**config.mk**
```make
export PLATFORM = sky130hd
export DESIGN_NAME = ptw_top
export DESIGN_NICKNAME = d
export VERILOG_FILES = /design/src/rtl/ptw_pkg.sv /design/src/rtl/ptw_va_check.sv /design/src/rtl/ptw_leaf_eval.sv /design/src/rtl/ptw_top.sv
export SDC_FILE = /design/constraint.sdc
export NUM_CORES = 1
export LEC_CHECK = 0
export BUFFER_PORTS_ARGS = -buffer_cell sky130_fd_sc_hd__buf_2
export CAP_MARGIN = 0
export CELL_PAD_IN_SITES_DETAIL_PLACEMENT = 1
export CELL_PAD_IN_SITES_GLOBAL_PLACEMENT = 1
export CORE_MARGIN = 4
export CORE_UTILIZATION = 35
export CTS_BUF_LIST = sky130_fd_sc_hd__clkbuf_16
export DETAILED_ROUTE_END_ITERATION = 10
export PLACE_DENSITY = 0.86
export SLEW_MARGIN = 40
export SYNTH_ARGS = -nofsm -noshare
export SYNTH_HDL_FRONTEND = slang
export SYNTH_SLANG_ARGS = --single-unit
```
**constraint.sdc**
```tcl
create_clock -name clk -period 3.65 [get_ports clk]
set_clock_uncertainty 0.1 [all_clocks]
set_input_delay 0.1825 -clock clk [delete_from_list [all_inputs] [get_ports clk]]
set_output_delay 0.1825 -clock clk [all_outputs]
set_load 0.05 [all_outputs]
```
**src/rtl/ptw_pkg.sv**
```systemverilog
package ptw_pkg;
  typedef enum logic [2:0] {
    FLT_NONE = 3'd0,
    FLT_TNV  = 3'd1,
    FLT_ACV  = 3'd2,
    FLT_FOR  = 3'd3,
    FLT_FOW  = 3'd4,
    FLT_FOE  = 3'd5
  } fault_e;

  typedef enum logic [1:0] {
    ST_IDLE,
    ST_RD,
    ST_WAIT,
    ST_DONE
  } walk_st_e;

  localparam logic [1:0] ACC_RD = 2'd0;
  localparam logic [1:0] ACC_WR = 2'd1;
  localparam logic [1:0] ACC_EX = 2'd2;

  localparam int BIT_V   = 0;
  localparam int BIT_NR  = 1;
  localparam int BIT_NW  = 2;
  localparam int BIT_NX  = 3;
  localparam int BIT_KR  = 8;
  localparam int BIT_UR  = 9;
  localparam int BIT_KW  = 12;
  localparam int BIT_UW  = 13;
  localparam int FLAG_W  = 14;
endpackage

```
**src/rtl/ptw_va_check.sv**
```systemverilog
module ptw_va_check #(
  parameter int VA_W   = 64,
  parameter int IMPL_W = 43,
  parameter int WIN_W  = 40
) (
  input  logic [VA_W-1:0] va,
  input  logic            user,
  output logic            canon,
  output logic            win_hit,
  output ptw_pkg::fault_e win_fault,
  output logic [VA_W-1:0] win_pa
);
  import ptw_pkg::*;

  logic [VA_W-IMPL_W-1:0] upper;
  logic                   unused_va;

  assign upper     = va[VA_W-1:IMPL_W];
  assign canon     = (&upper) | ~(|upper);
  assign win_hit   = va[VA_W-1] && (va[IMPL_W-1:IMPL_W-2] == 2'b10);
  assign win_fault = user ? FLT_ACV : FLT_NONE;
  assign win_pa    = {{(VA_W-WIN_W){1'b0}}, va[WIN_W-1:0]};
  assign unused_va = ^va[IMPL_W-3:WIN_W];
endmodule

```
**src/rtl/ptw_leaf_eval.sv**
```systemverilog
module ptw_leaf_eval (
  input  logic [ptw_pkg::FLAG_W-1:0] flags,
  input  logic                       user,
  input  logic [1:0]                 acc,
  output logic [2:0]                 prot,
  output ptw_pkg::fault_e            fault
);
  import ptw_pkg::*;

  logic       rd_ok, wr_ok;
  logic [2:0] base, need, masked;
  logic       unused_flags;

  assign rd_ok  = user ? flags[BIT_UR] : flags[BIT_KR];
  assign wr_ok  = user ? flags[BIT_UW] : flags[BIT_KW];
  assign base   = {rd_ok, wr_ok, rd_ok};
  assign masked = base & ~{flags[BIT_NX], flags[BIT_NW], flags[BIT_NR]};
  assign unused_flags = ^{flags[BIT_V], flags[7:4], flags[11:10]};

  always_comb begin
    case (acc)
      ACC_WR:  need = 3'b010;
      ACC_EX:  need = 3'b100;
      default: need = 3'b001;
    endcase
  end

  always_comb begin
    prot  = masked;
    fault = FLT_NONE;
    if ((base & need) == 3'b000) begin
      prot  = base;
      fault = FLT_ACV;
    end else if ((masked & need) == 3'b000) begin
      case (acc)
        ACC_WR:  fault = FLT_FOW;
        ACC_EX:  fault = FLT_FOE;
        default: fault = FLT_FOR;
      endcase
    end
  end
endmodule

```
**src/rtl/ptw_top.sv**
```systemverilog
module ptw_top #(
  parameter int VA_W    = 64,
  parameter int IMPL_W  = 43,
  parameter int PG_BITS = 13,
  parameter int IDX_W   = 10,
  parameter int LEVELS  = 3,
  parameter int WIN_W   = 40,
  parameter int TYPE_W  = 8
) (
  input  logic              clk,
  input  logic              rst_n,
  input  logic [VA_W-1:0]   ptbr,
  input  logic              req_valid,
  output logic              req_ready,
  input  logic [VA_W-1:0]   req_va,
  input  logic              req_user,
  input  logic [1:0]        req_acc,
  output logic              mem_req_valid,
  input  logic              mem_req_ready,
  output logic [VA_W-1:0]   mem_req_addr,
  input  logic              mem_rsp_valid,
  input  logic [VA_W-1:0]   mem_rsp_data,
  output logic              resp_done,
  output logic [VA_W-1:0]   resp_pa,
  output logic [2:0]        resp_prot,
  output logic [2:0]        resp_fault,
  output logic [VA_W-1:0]   resp_va,
  output logic [TYPE_W-1:0] resp_type
);
  import ptw_pkg::*;

  localparam int PFN_W    = VA_W / 2;
  localparam int ENTRY_SH = $clog2(VA_W / 8);
  localparam int LVL_W    = $clog2(LEVELS);
  localparam int PAD_W    = VA_W - PFN_W - PG_BITS;
  localparam logic [LVL_W-1:0] LAST_LVL = LVL_W'(LEVELS - 1);

  walk_st_e        st_q;
  logic [LVL_W-1:0] lvl_q;
  logic [VA_W-1:0] va_q, addr_q, pa_q;
  logic            user_q;
  logic [1:0]      acc_q;
  logic [2:0]      prot_q;
  fault_e          fault_q;

  logic            canon, win_hit;
  fault_e          win_fault;
  logic [VA_W-1:0] win_pa;
  logic [2:0]      leaf_prot;
  fault_e          leaf_fault;

  logic [IDX_W-1:0] idx_a [LEVELS];
  logic [IDX_W-1:0] first_idx, next_idx;
  logic [LVL_W-1:0] nxt_lvl;
  logic [VA_W-1:0]  next_base, leaf_pa;
  logic             fire;
  logic             unused_rsp;

  for (genvar g = 0; g < LEVELS; g++) begin : g_idx
    assign idx_a[g] = va_q[PG_BITS + IDX_W*(LEVELS-1-g) +: IDX_W];
  end

  assign first_idx = req_va[PG_BITS + IDX_W*(LEVELS-1) +: IDX_W];
  assign nxt_lvl   = lvl_q + 1'b1;
  assign next_idx  = idx_a[nxt_lvl];
  assign next_base = {{PAD_W{1'b0}}, mem_rsp_data[VA_W-1:PFN_W], {PG_BITS{1'b0}}};
  assign leaf_pa   = {{PAD_W{1'b0}}, mem_rsp_data[VA_W-1:PFN_W], va_q[PG_BITS-1:0]};
  assign fire      = req_valid && req_ready;
  assign unused_rsp = ^mem_rsp_data[PFN_W-1:FLAG_W];

  ptw_va_check #(.VA_W(VA_W), .IMPL_W(IMPL_W), .WIN_W(WIN_W)) u_vachk (
    .va(req_va), .user(req_user), .canon(canon), .win_hit(win_hit),
    .win_fault(win_fault), .win_pa(win_pa)
  );

  ptw_leaf_eval u_leaf (
    .flags(mem_rsp_data[FLAG_W-1:0]), .user(user_q), .acc(acc_q),
    .prot(leaf_prot), .fault(leaf_fault)
  );

  always_ff @(posedge clk) begin
    if (!rst_n) begin
      st_q    <= ST_IDLE;
      lvl_q   <= '0;
      va_q    <= '0;
      addr_q  <= '0;
      pa_q    <= '0;
      user_q  <= 1'b0;
      acc_q   <= ACC_RD;
      prot_q  <= '0;
      fault_q <= FLT_NONE;
    end else begin
      case (st_q)
        ST_IDLE: if (fire) begin
          va_q    <= req_va;
          user_q  <= req_user;
          acc_q   <= req_acc;
          lvl_q   <= '0;
          pa_q    <= '0;
          prot_q  <= '0;
          fault_q <= FLT_NONE;
          if (!canon) begin
            fault_q <= FLT_ACV;
            st_q    <= ST_DONE;
          end else if (win_hit) begin
            fault_q <= win_fault;
            if (win_fault == FLT_NONE) begin
              pa_q   <= win_pa;
              prot_q <= 3'b111;
            end
            st_q <= ST_DONE;
          end else begin
            addr_q <= ptbr + (VA_W'(first_idx) << ENTRY_SH);
            st_q   <= ST_RD;
          end
        end
        ST_RD: if (mem_req_ready) st_q <= ST_WAIT;
        ST_WAIT: if (mem_rsp_valid) begin
          if (!mem_rsp_data[BIT_V]) begin
            fault_q <= FLT_TNV;
            st_q    <= ST_DONE;
          end else if (lvl_q != LAST_LVL) begin
            if (!mem_rsp_data[BIT_KR]) begin
              fault_q <= FLT_ACV;
              st_q    <= ST_DONE;
            end else begin
              addr_q <= next_base + (VA_W'(next_idx) << ENTRY_SH);
              lvl_q  <= nxt_lvl;
              st_q   <= ST_RD;
            end
          end else begin
            pa_q    <= leaf_pa;
            prot_q  <= leaf_prot;
            fault_q <= leaf_fault;
            st_q    <= ST_DONE;
          end
        end
        default: st_q <= ST_IDLE;
      endcase
    end
  end

  assign req_ready     = (st_q == ST_IDLE);
  assign mem_req_valid = (st_q == ST_RD);
  assign mem_req_addr  = addr_q;
  assign resp_done     = (st_q == ST_DONE);
  assign resp_pa       = pa_q;
  assign resp_prot     = prot_q;
  assign resp_fault    = fault_q;
  assign resp_va       = va_q;
  assign resp_type     = (acc_q == ACC_EX) ? {TYPE_W{1'b1}} : TYPE_W'(acc_q);
endmodule

```
# After elaboration in Yosys (flattened, before gate mapping)
# Index checks and enable logic that the tools add are counted.
# totals
in_bits	200
output_inout_bits	209
reg_bits	205
wordCells	111
# op_classes
muxes	59
n_lt_le_gt_ge	1
bitwise_logic	7
addsub	3
n_reduce_logical	15
n_eq_ne	17
# op_table
op	count
$mux 64	11
$pmux 64 s2	2
$mux 40	3
$add 64x13->64	1
$mux 3	17
$add 45x13->46	1
$mux 2	14
$pmux 3 s2	4
$reduce_and 21->1	1
$reduce_or 21->1	1
$bmux 10 s2	1
$mux 10	2
$ne 2x2->1 const B	7
$and 3x3->3	3
$logic_not 3->1	3
$eq 2x2->1 const B	4
$mux 8	1
$reduce_and 8->1	1
$ne 2x1->1 const B	3
$pmux 2 s3	1
$reduce_and 6->1	1
$reduce_and 5->1	1
$eq 2x1->1 const B	2
$ne 4x4->1 const B	1
other kinds (14)	16

# Logic depth before layout (Yosys ltp)
# Gate-level depths: netlist of run 1.
# depth
depth_word	11
depth_mapped	11
depth_no_buf	8

# Hierarchy
# A second synthesis of run 1 with hierarchy kept.
# hier_totals
hier_cells	1357
hier_area_um2	10701.5
# modules_own_cells
module	area_each_um2	seq_area_each_um2	n_inst	cells_per_inst
ptw_top	9909.5	4103.9	1	1248
ptw_va_check	626.9	0.0	1	85
ptw_leaf_eval	165.2	0.0	1	24

# Least setup slack after synthesis of run 1
# No wires, ideal clock.
# synth_timing
path_type	reg2reg
start	reg st_q[1]
end	reg addr_q[29], in the netlist mem_req_addr[29]
slack_ns	0.799
path_buffers	3
path_stages_with_launch	10
arrival_ns	2.664
synth_period_minus_slack_ns	2.851
required_ns	3.463
setup_time_ns	0.087
cell_sequence	dfxtp_1 clkbuf_1 nor2_1 nand2_1 nor3_1 o21a_1 clkbuf_1 clkbuf_1 o211ai_1 o31ai_1
# synth_via
elab_chain_cells	4
elab_cells_between_ends	13
classes_between	8 x eq/ne; 1 x mux; 4 x reduce/logical
# synth_lines
item	line	rtl
start: declaration	ptw_top.sv:38	walk_st_e st_q;
start signal: assignment	ptw_top.sv:83	st_q <= ST_IDLE;
start signal: assignment	ptw_top.sv:104	st_q <= ST_DONE;
start signal: assignment	ptw_top.sv:111	st_q <= ST_DONE;
$logic_not 2->1 *	ptw_top.sv:143	assign req_ready = (st_q == ST_IDLE);
via req_ready	ptw_top.sv:14	output logic req_ready,
$logic_and 1x1->1	ptw_top.sv:68	assign fire = req_valid && req_ready;
$ne 2x1->1 (no source line)	-	
$reduce_and 8->1 (no source line)	-	
end signal: assignment	ptw_top.sv:113	addr_q <= ptbr + (VA_W'(first_idx) << ENTRY_SH);
end signal: assignment	ptw_top.sv:127	addr_q <= next_base + (VA_W'(next_idx) << ENTRY_SH);
end: declaration	ptw_top.sv:40	logic [VA_W-1:0] va_q, addr_q, pa_q;
# The timed path passes the listed nets; every way through them passes the cells marked *.
# A chain may end at the register's enable or synchronous reset.

# Worst setup path after layout of run 1
# layout_timing
start	in req_va[47]
end	reg pa_q[32], in the netlist resp_pa[32]
# layout_via
elab_chain_cells	6
elab_cells_between_ends	7
classes_between	3 x mux; 2 x bitwise; 2 x reduce/logical
# layout_lines
item	line	rtl
start: declaration	ptw_top.sv:15	input logic [VA_W-1:0] req_va,
$reduce_or 21->1	ptw_va_check.sv:19	assign canon = (&upper) | ~(|upper);
$not 1->1	ptw_va_check.sv:19	
$or 1x1->1 *	ptw_va_check.sv:19	
$mux 40 *	ptw_top.sv:102	if (!canon) begin
$mux 64 *	ptw_top.sv:94	ST_IDLE: if (fire) begin
$pmux 64 s2 *	ptw_top.sv:93	case (st_q)
end signal: assignment	ptw_top.sv:108	pa_q <= win_pa;
end signal: assignment	ptw_top.sv:132	pa_q <= leaf_pa;
end: declaration	ptw_top.sv:40	
# Every way passes the cells marked *; elsewhere a longest branch is shown, timed or not. The select of a mux whose other input is x is not followed.

==> results of run 1 <==
==> Yosys cell counts, types with 5 or more instances <==
cell and number:
a22o_1 8, xor2_1 6, ha_1 14, dfxtp_1 186
and4_1 5, nor4_1 17, nand4_1 35, o31ai_1 8
and2_1 11, mux2_2 9, nand2_1 192, a21boi_0 75
or3_1 7, nor2b_1 10, inv_1 15, xnor2_1 23
nor2_1 68, a31oi_1 17, mux2i_1 11, or4_1 12
o21ai_0 73, clkbuf_1 82, o211ai_1 14, a21oi_1 35
a211oi_1 7, and3_1 19, a21o_1 10, buf_4 25
nand3_1 78, o21a_1 7, buf_1 6, o221ai_1 14
nor3_1 24, a221oi_1 36
==> power breakdown <==
group	switching, W	total, W	internal (W)
logic	0.00194	0.00264	0.000698
clock network	0.00106	0.00202	0.000960
registers	0.000139	0.00239	0.00225
total	0.00314	0.00704	0.00391
==> stage by stage <==
stage / util / instance area [um2] / std cells
finish: 0.492 / 13700 / 2045
global route: 0.492 / 13700 / 2044
CTS: 0.491 / 13700 / 2039
detailed placement: 0.429 / 12000 / 1898
global placement: 0.429 / 12000 / 1898
floorplan: - / 10000 / 1253
==> sequential cells by signal, summed over array words and instances (netlist names) <==
signal	cells
acc_q	2
lvl_q	2
mem_req_addr	64
resp_fault	3
resp_pa	45
resp_prot	3
resp_va	64
st_q	2
user_q	1
==> critical path: cells and delay by family <==
family	cells	cell delay, ps
buffers and inverters	4	1800
AOI/OAI and AO/OA	2	700
and+or+nand+nor	4	870
==> layout by cell type (no fill, tap or decap), types with 8 or more instances in the layout <==
| cell | instances |
|---|---|
| nand2_1 | 191 |
| o211ai_1 | 14 |
| a22o_1 | 8 |
| and3_1 | 19 |
| a221oi_1 | 36 |
| mux2i_1 | 11 |
| or4_1 | 12 |
| nor2b_1 | 9 |
| nor2_1 | 68 |
| clkbuf_16 | 17 |
| a31oi_1 | 17 |
| buf_4 | 21 |
| nor3_1 | 23 |
| mux2_2 | 9 |
| inv_1 | 15 |
| conb_1 | 19 |
| nand3_1 | 78 |
| dfxtp_1 | 186 |
| ha_1 | 14 |
| dlygate4sd3_1 | 109 |
| o31ai_1 | 8 |
| xnor2_1 | 23 |
| nor4_1 | 17 |
| o221ai_1 | 14 |
| a21boi_0 | 75 |
| buf_2 | 364 |
| a21oi_1 | 35 |
| o21ai_0 | 73 |
| a21o_1 | 10 |
| and2_1 | 10 |
| nand4_1 | 35 |
==> worst paths after layout <==
path | slack (ps) | to | depth (start not counted) | start
worst max-delay path | 320 | resp_pa[32] | 10 | req_va[47]
worst min-delay path | 9 | resp_pa[28] | 3 | mem_rsp_data[47]
worst max register to register | 680 | mem_req_addr[13] | 9 | lvl_q[0]
worst min register to register | 370 | resp_pa[44] | 2 | resp_pa[44]
==> cell type report <==
class                           instances  share of cell area
Clock inverter                         15              0.0148
Clock buffer                           17              0.0310
Inverter                               15             0.00410
Tap cell                              378              0.0344
Antenna cell                            6             0.00109
Timing Repair Buffer                  498               0.229
Multi-Input combinational cell        930               0.415
Sequential cell                       186               0.271
==> cell families after synthesis <==
kind of cell	count (synthesis)	share of synthesized area
flops	186	0.375
xor+xnor	29	0.0256
compound gates	341	0.241
other cells	1	0.000377
buf+inv	137	0.0652
mux	20	0.0213
fa+ha+maj	15	0.0196
simple gates	506	0.252
==> routing by layer <==
metal | vias up | part of all wire
met1 | 5760 | 0.39
met2 | 521 | 0.49
li1 | 5301 | -
met4 | 4 | 0.043
met5 | - | 0.00044
met3 | 106 | 0.071
==> impl_metrics.ini, run 1 <==
[sta]
slew_headroom = 0.472
setup_violations = 0
finalSetupTns_ps = 0
fin_crit_ps = 3330
tightest_slew_ps = 789
post-route-period-util = 0.913
final-max-slew-violation-count = 0
whs_ps = 9.25
max_freq_ghz = 0.300
rsz0062_at_grt = no
layout_setup_ws_ps = 319
hold_viol = 0

[setup_path]
crit_required_ps = 3930
cp-start-kind = primary input
cp_slowest_stage_delay_ps = 600
cp.arrival_ps = 3610
critPathSlowestCell = dlygate4sd3_1
critPathKind = primary input to flip-flop
cpMostUsedCell = dlygate4sd3_1
critPathMaxFanout = 43
worstPathCellList = dlygate4sd3_1, buf_2, nor4_1, nand4_1, a2bb2o_1, nor4b_4, buf_4, a221oi_1, dlygate4sd3_1, nor2_1
end_kind = flip-flop

[route]
dr.pass1.iters = 5
ant_nets = 0
drtIter0Drc = 832
wire_per_inst_um = 23.3
detail_route.wirelength_um = 47700
viasPerCell = 5.72
num_vias = 11700
drc = 0

[placed_design]
dp_hpwl_um = 32500
gp_congestion = 0.881
dpl_worst_slack_ps = 688
io_buffers = 365

[finish]
regArea_um2 = 3720
syn2layout_area_growth_pct = 38.2
nNetsFinal = 1863
drive_gt1_frac = 0.275
multi_input_area_um2 = 5700
nFillCells = 3433

[synth]
avgSynthCellArea_um2 = 8.05
synth_area_um2 = 9940
synth_area_leaders = dfxtp_1, nand2_1, a21boi_0
yosysUniqueCellTypes = 79
synthFlopType = dfxtp_1
synth_area_leader_cell = dfxtp_1
synth_edf_count = 0
yosysWarnings = 0
ys_seq_area_frac = 0.375
postSynthCellCount = 1235
yosys.area.top_type_share = 0.375
synthArstFlopShare = 0
ys_ff_latch = 186

[cts]
cts_resized = 0
cts_max_level = 4
numCtsBuffers = 17
cts_tree = yes
postCtsSetupRepairBufs = 0
clk_latency_ps = 440
cts.sinks = 186
cts-root-buf = clkbuf_16
cts.path.max_buffers = 2
postCtsHoldBufs = 109
cts.clk_slew.worst_paths_ps = 90

[global_route]
grt_overflow_total = 0
grtUsageTotal = 0.293
grtUsageMet1 = 0.339
top_usage_layer = met2
antenna_found_initial = 8
grt_pass1_wl_um = 71900
global_route.usage.met3 = 0.0704
grt_use_met2 = 0.511
grt_pass1_vias = 12400
grt_max_degree = 153

[pwr]
ir_worst_vdd_mv = 0.282
p_total_w = 0.00704
leakage_nw = 6.00
power.density_nw_per_um2 = 513

[floorplan]
std_cell_rows = 61
start_util = 0.356
die-area_um2 = 31200
core-area_um2 = 27900
die_w_um = 177
die_h_um = 177
num_io_pins = 409

[outcome]
outcome = completed

[flow_run]
maxCapViolCount = 0

[min_path]
hold_class = primary input to flip-flop
Power figures use the tool's default switching activity.
==> run 2: changes to the inputs <==
CTS_BUF_LIST = sky130_fd_sc_hd__clkbuf_4   (was sky130_fd_sc_hd__clkbuf_16)
==> run 2 against run 1 <==
Compared with the run above: core utilization rose by 2.3 points; flip-flop and latch count unchanged; largest power group unchanged; via count rose by 7.6%; non-clock buffer count up 91; combinational power grew 5%; critical path depth up 2; wire length grew 11%; sequential share of layout area is 1.2 points lower; register-to-register slack got worse by 440 ps.
==> impl_metrics.ini, run 2 (synthesized netlist as in run 1, its figures left out) <==
[route]
num_vias = 12600
drc = 0
wire_per_inst_um = 24.7
drtIter0Drc = 929
dr.pass1.iters = 5
ant_nets = 0
viasPerCell = 5.89
detail_route.wirelength_um = 52800

[floorplan]
num_io_pins = 409
core-area_um2 = 27900
die_h_um = 177
die_w_um = 177
std_cell_rows = 61
start_util = 0.356
die-area_um2 = 31200

[setup_path]
critPathSlowestCell = dlygate4sd3_1
cp-start-kind = primary input
rr_worst_depth = 9
critPathMaxFanout = 21
cp_slowest_stage_delay_ps = 600
crit_family = buffers and inverters
cpMostUsedCell = dlygate4sd3_1
cp.depth = 12
cp.arrival_ps = 4040
critPathKind = primary input to flip-flop
worstPathCellList = dlygate4sd3_1, buf_2, ha_2, and2_1, a221o_2, nor2_1, buf_4, or4_1, nand3_1, dlygate4sd3_1, nand3_1, dlygate4sd3_1
crit_required_ps = 4070
end_kind = flip-flop
path_buf_inv = 5

[placed_design]
dpl_worst_slack_ps = 688
io_buffers = 365
gp_congestion = 0.881
dp_hpwl_um = 32500

[sta]
setup_violations = 0
layout_setup_ws_ps = 25.2
tightest_slew_ps = 872
final-max-slew-violation-count = 0
post-route-period-util = 0.993
max_freq_ghz = 0.276
finalSetupTns_ps = 0
fin_crit_ps = 3620
slew_headroom = 0.417
hold_viol = 0
rsz0062_at_grt = no

[min_path]
hold_depth = 5
hold_class = primary input to flip-flop

[cts]
cts_tree = yes
cts-root-buf = clkbuf_4
postCtsSetupRepairBufs = 0
numCtsBuffers = 17
clk_latency_ps = 630
cts.path.max_buffers = 2
cts_max_level = 4
cts.clk_slew.worst_paths_ps = 200
cts.sinks = 186

[finish]
final_common_cell = buf_2
final_cell_mix = buf_2, dlygate4sd3_1, nand2_1
syn2layout_area_growth_pct = 44.6
drive_gt1_frac = 0.263
nNetsFinal = 1954

[global_route]
grt_max_degree = 153
grt_use_met2 = 0.567
grtUsageMet1 = 0.355
grt_pass1_wl_um = 78300
top_usage_layer = met2
grt_overflow_total = 0
global_route.usage.met3 = 0.0760
grt_pass1_vias = 13400
antenna_found_initial = 7
grtUsageTotal = 0.320

[outcome]
outcome = completed

[flow_run]
maxCapViolCount = 0

[pwr]
power.density_nw_per_um2 = 453
ir_worst_vdd_mv = 0.248
leakage_nw = 6.29
-- run 2: metrics by stage --
stage / total power [W] / cell area (um2) / utilization / hold slack, ps / cells
floorplan: 0.00411 / 10000 / - / 227 / 1253
global placement: 0.00484 / 12000 / 0.429 / 344 / 1898
detailed placement: 0.00490 / 12000 / 0.429 / 356 / 1898
CTS: 0.00641 / 14300 / 0.513 / 25.4 / 2130
global route: 0.00677 / 14400 / 0.514 / 51.7 / 2136
finish: 0.00651 / 14400 / 0.514 / 58.3 / 2137
-- run 2: power by group --
| part | leakage [nW] | switching [W] | total [W] | internal, W |
|---|---|---|---|---|
| combinational | 4.60 | 0.00200 | 0.00277 | 0.000773 |
| clock | 0.172 | 0.000999 | 0.00135 | 0.000353 |
| sequential | 1.52 | 0.000139 | 0.00239 | 0.00225 |
-- run 2: worst min-delay path, stage by stage --
cell      delay, ps
buf_2            90
a211oi_1         70
buf_4           170
nor2_1          100
o21a_1          130
-- run 2: metal layers --
| layer | vias to the layer above | share of wire |
|---|---|---|
| li1 | 5496 | - |
| met1 | 6192 | 0.38 |
| met2 | 685 | 0.50 |
| met3 | 208 | 0.068 |
| met4 | 0 | 0.057 |
| met5 | - | 0 |
-- run 2: worst paths after layout --
check                                      start               end  slack, ps
worst max register to register           st_q[1]  mem_req_addr[45]        240
worst min-delay path               mem_rsp_valid           st_q[0]         60
worst max-delay path                  req_va[41]  mem_req_addr[45]         30
worst min register to register  mem_req_addr[30]  mem_req_addr[30]        380
-- run 2: layout make-up --
| type | instances | area, um2 |
|---|---|---|
| antenna | 7 | 17.5 |
| clock buffer | 17 | 128 |
| clock inverter | 15 | 204 |
| fill | 3447 | 13600 |
| inverter | 15 | 56.3 |
| multi-input combinational | 930 | 5710 |
| sequential | 186 | 3720 |
| tap | 378 | 473 |
| timing repair buffer | 589 | 4060 |
-- run 2: timing repair --
| item | in CTS | in global routing |
|---|---|---|
| hold buffers | 200 | 0 |
| endpoints found under the setup margin | 0 | 9 |
| endpoints found under the hold margin | 180 | 0 |
| gates resized for setup | 0 | 6 |
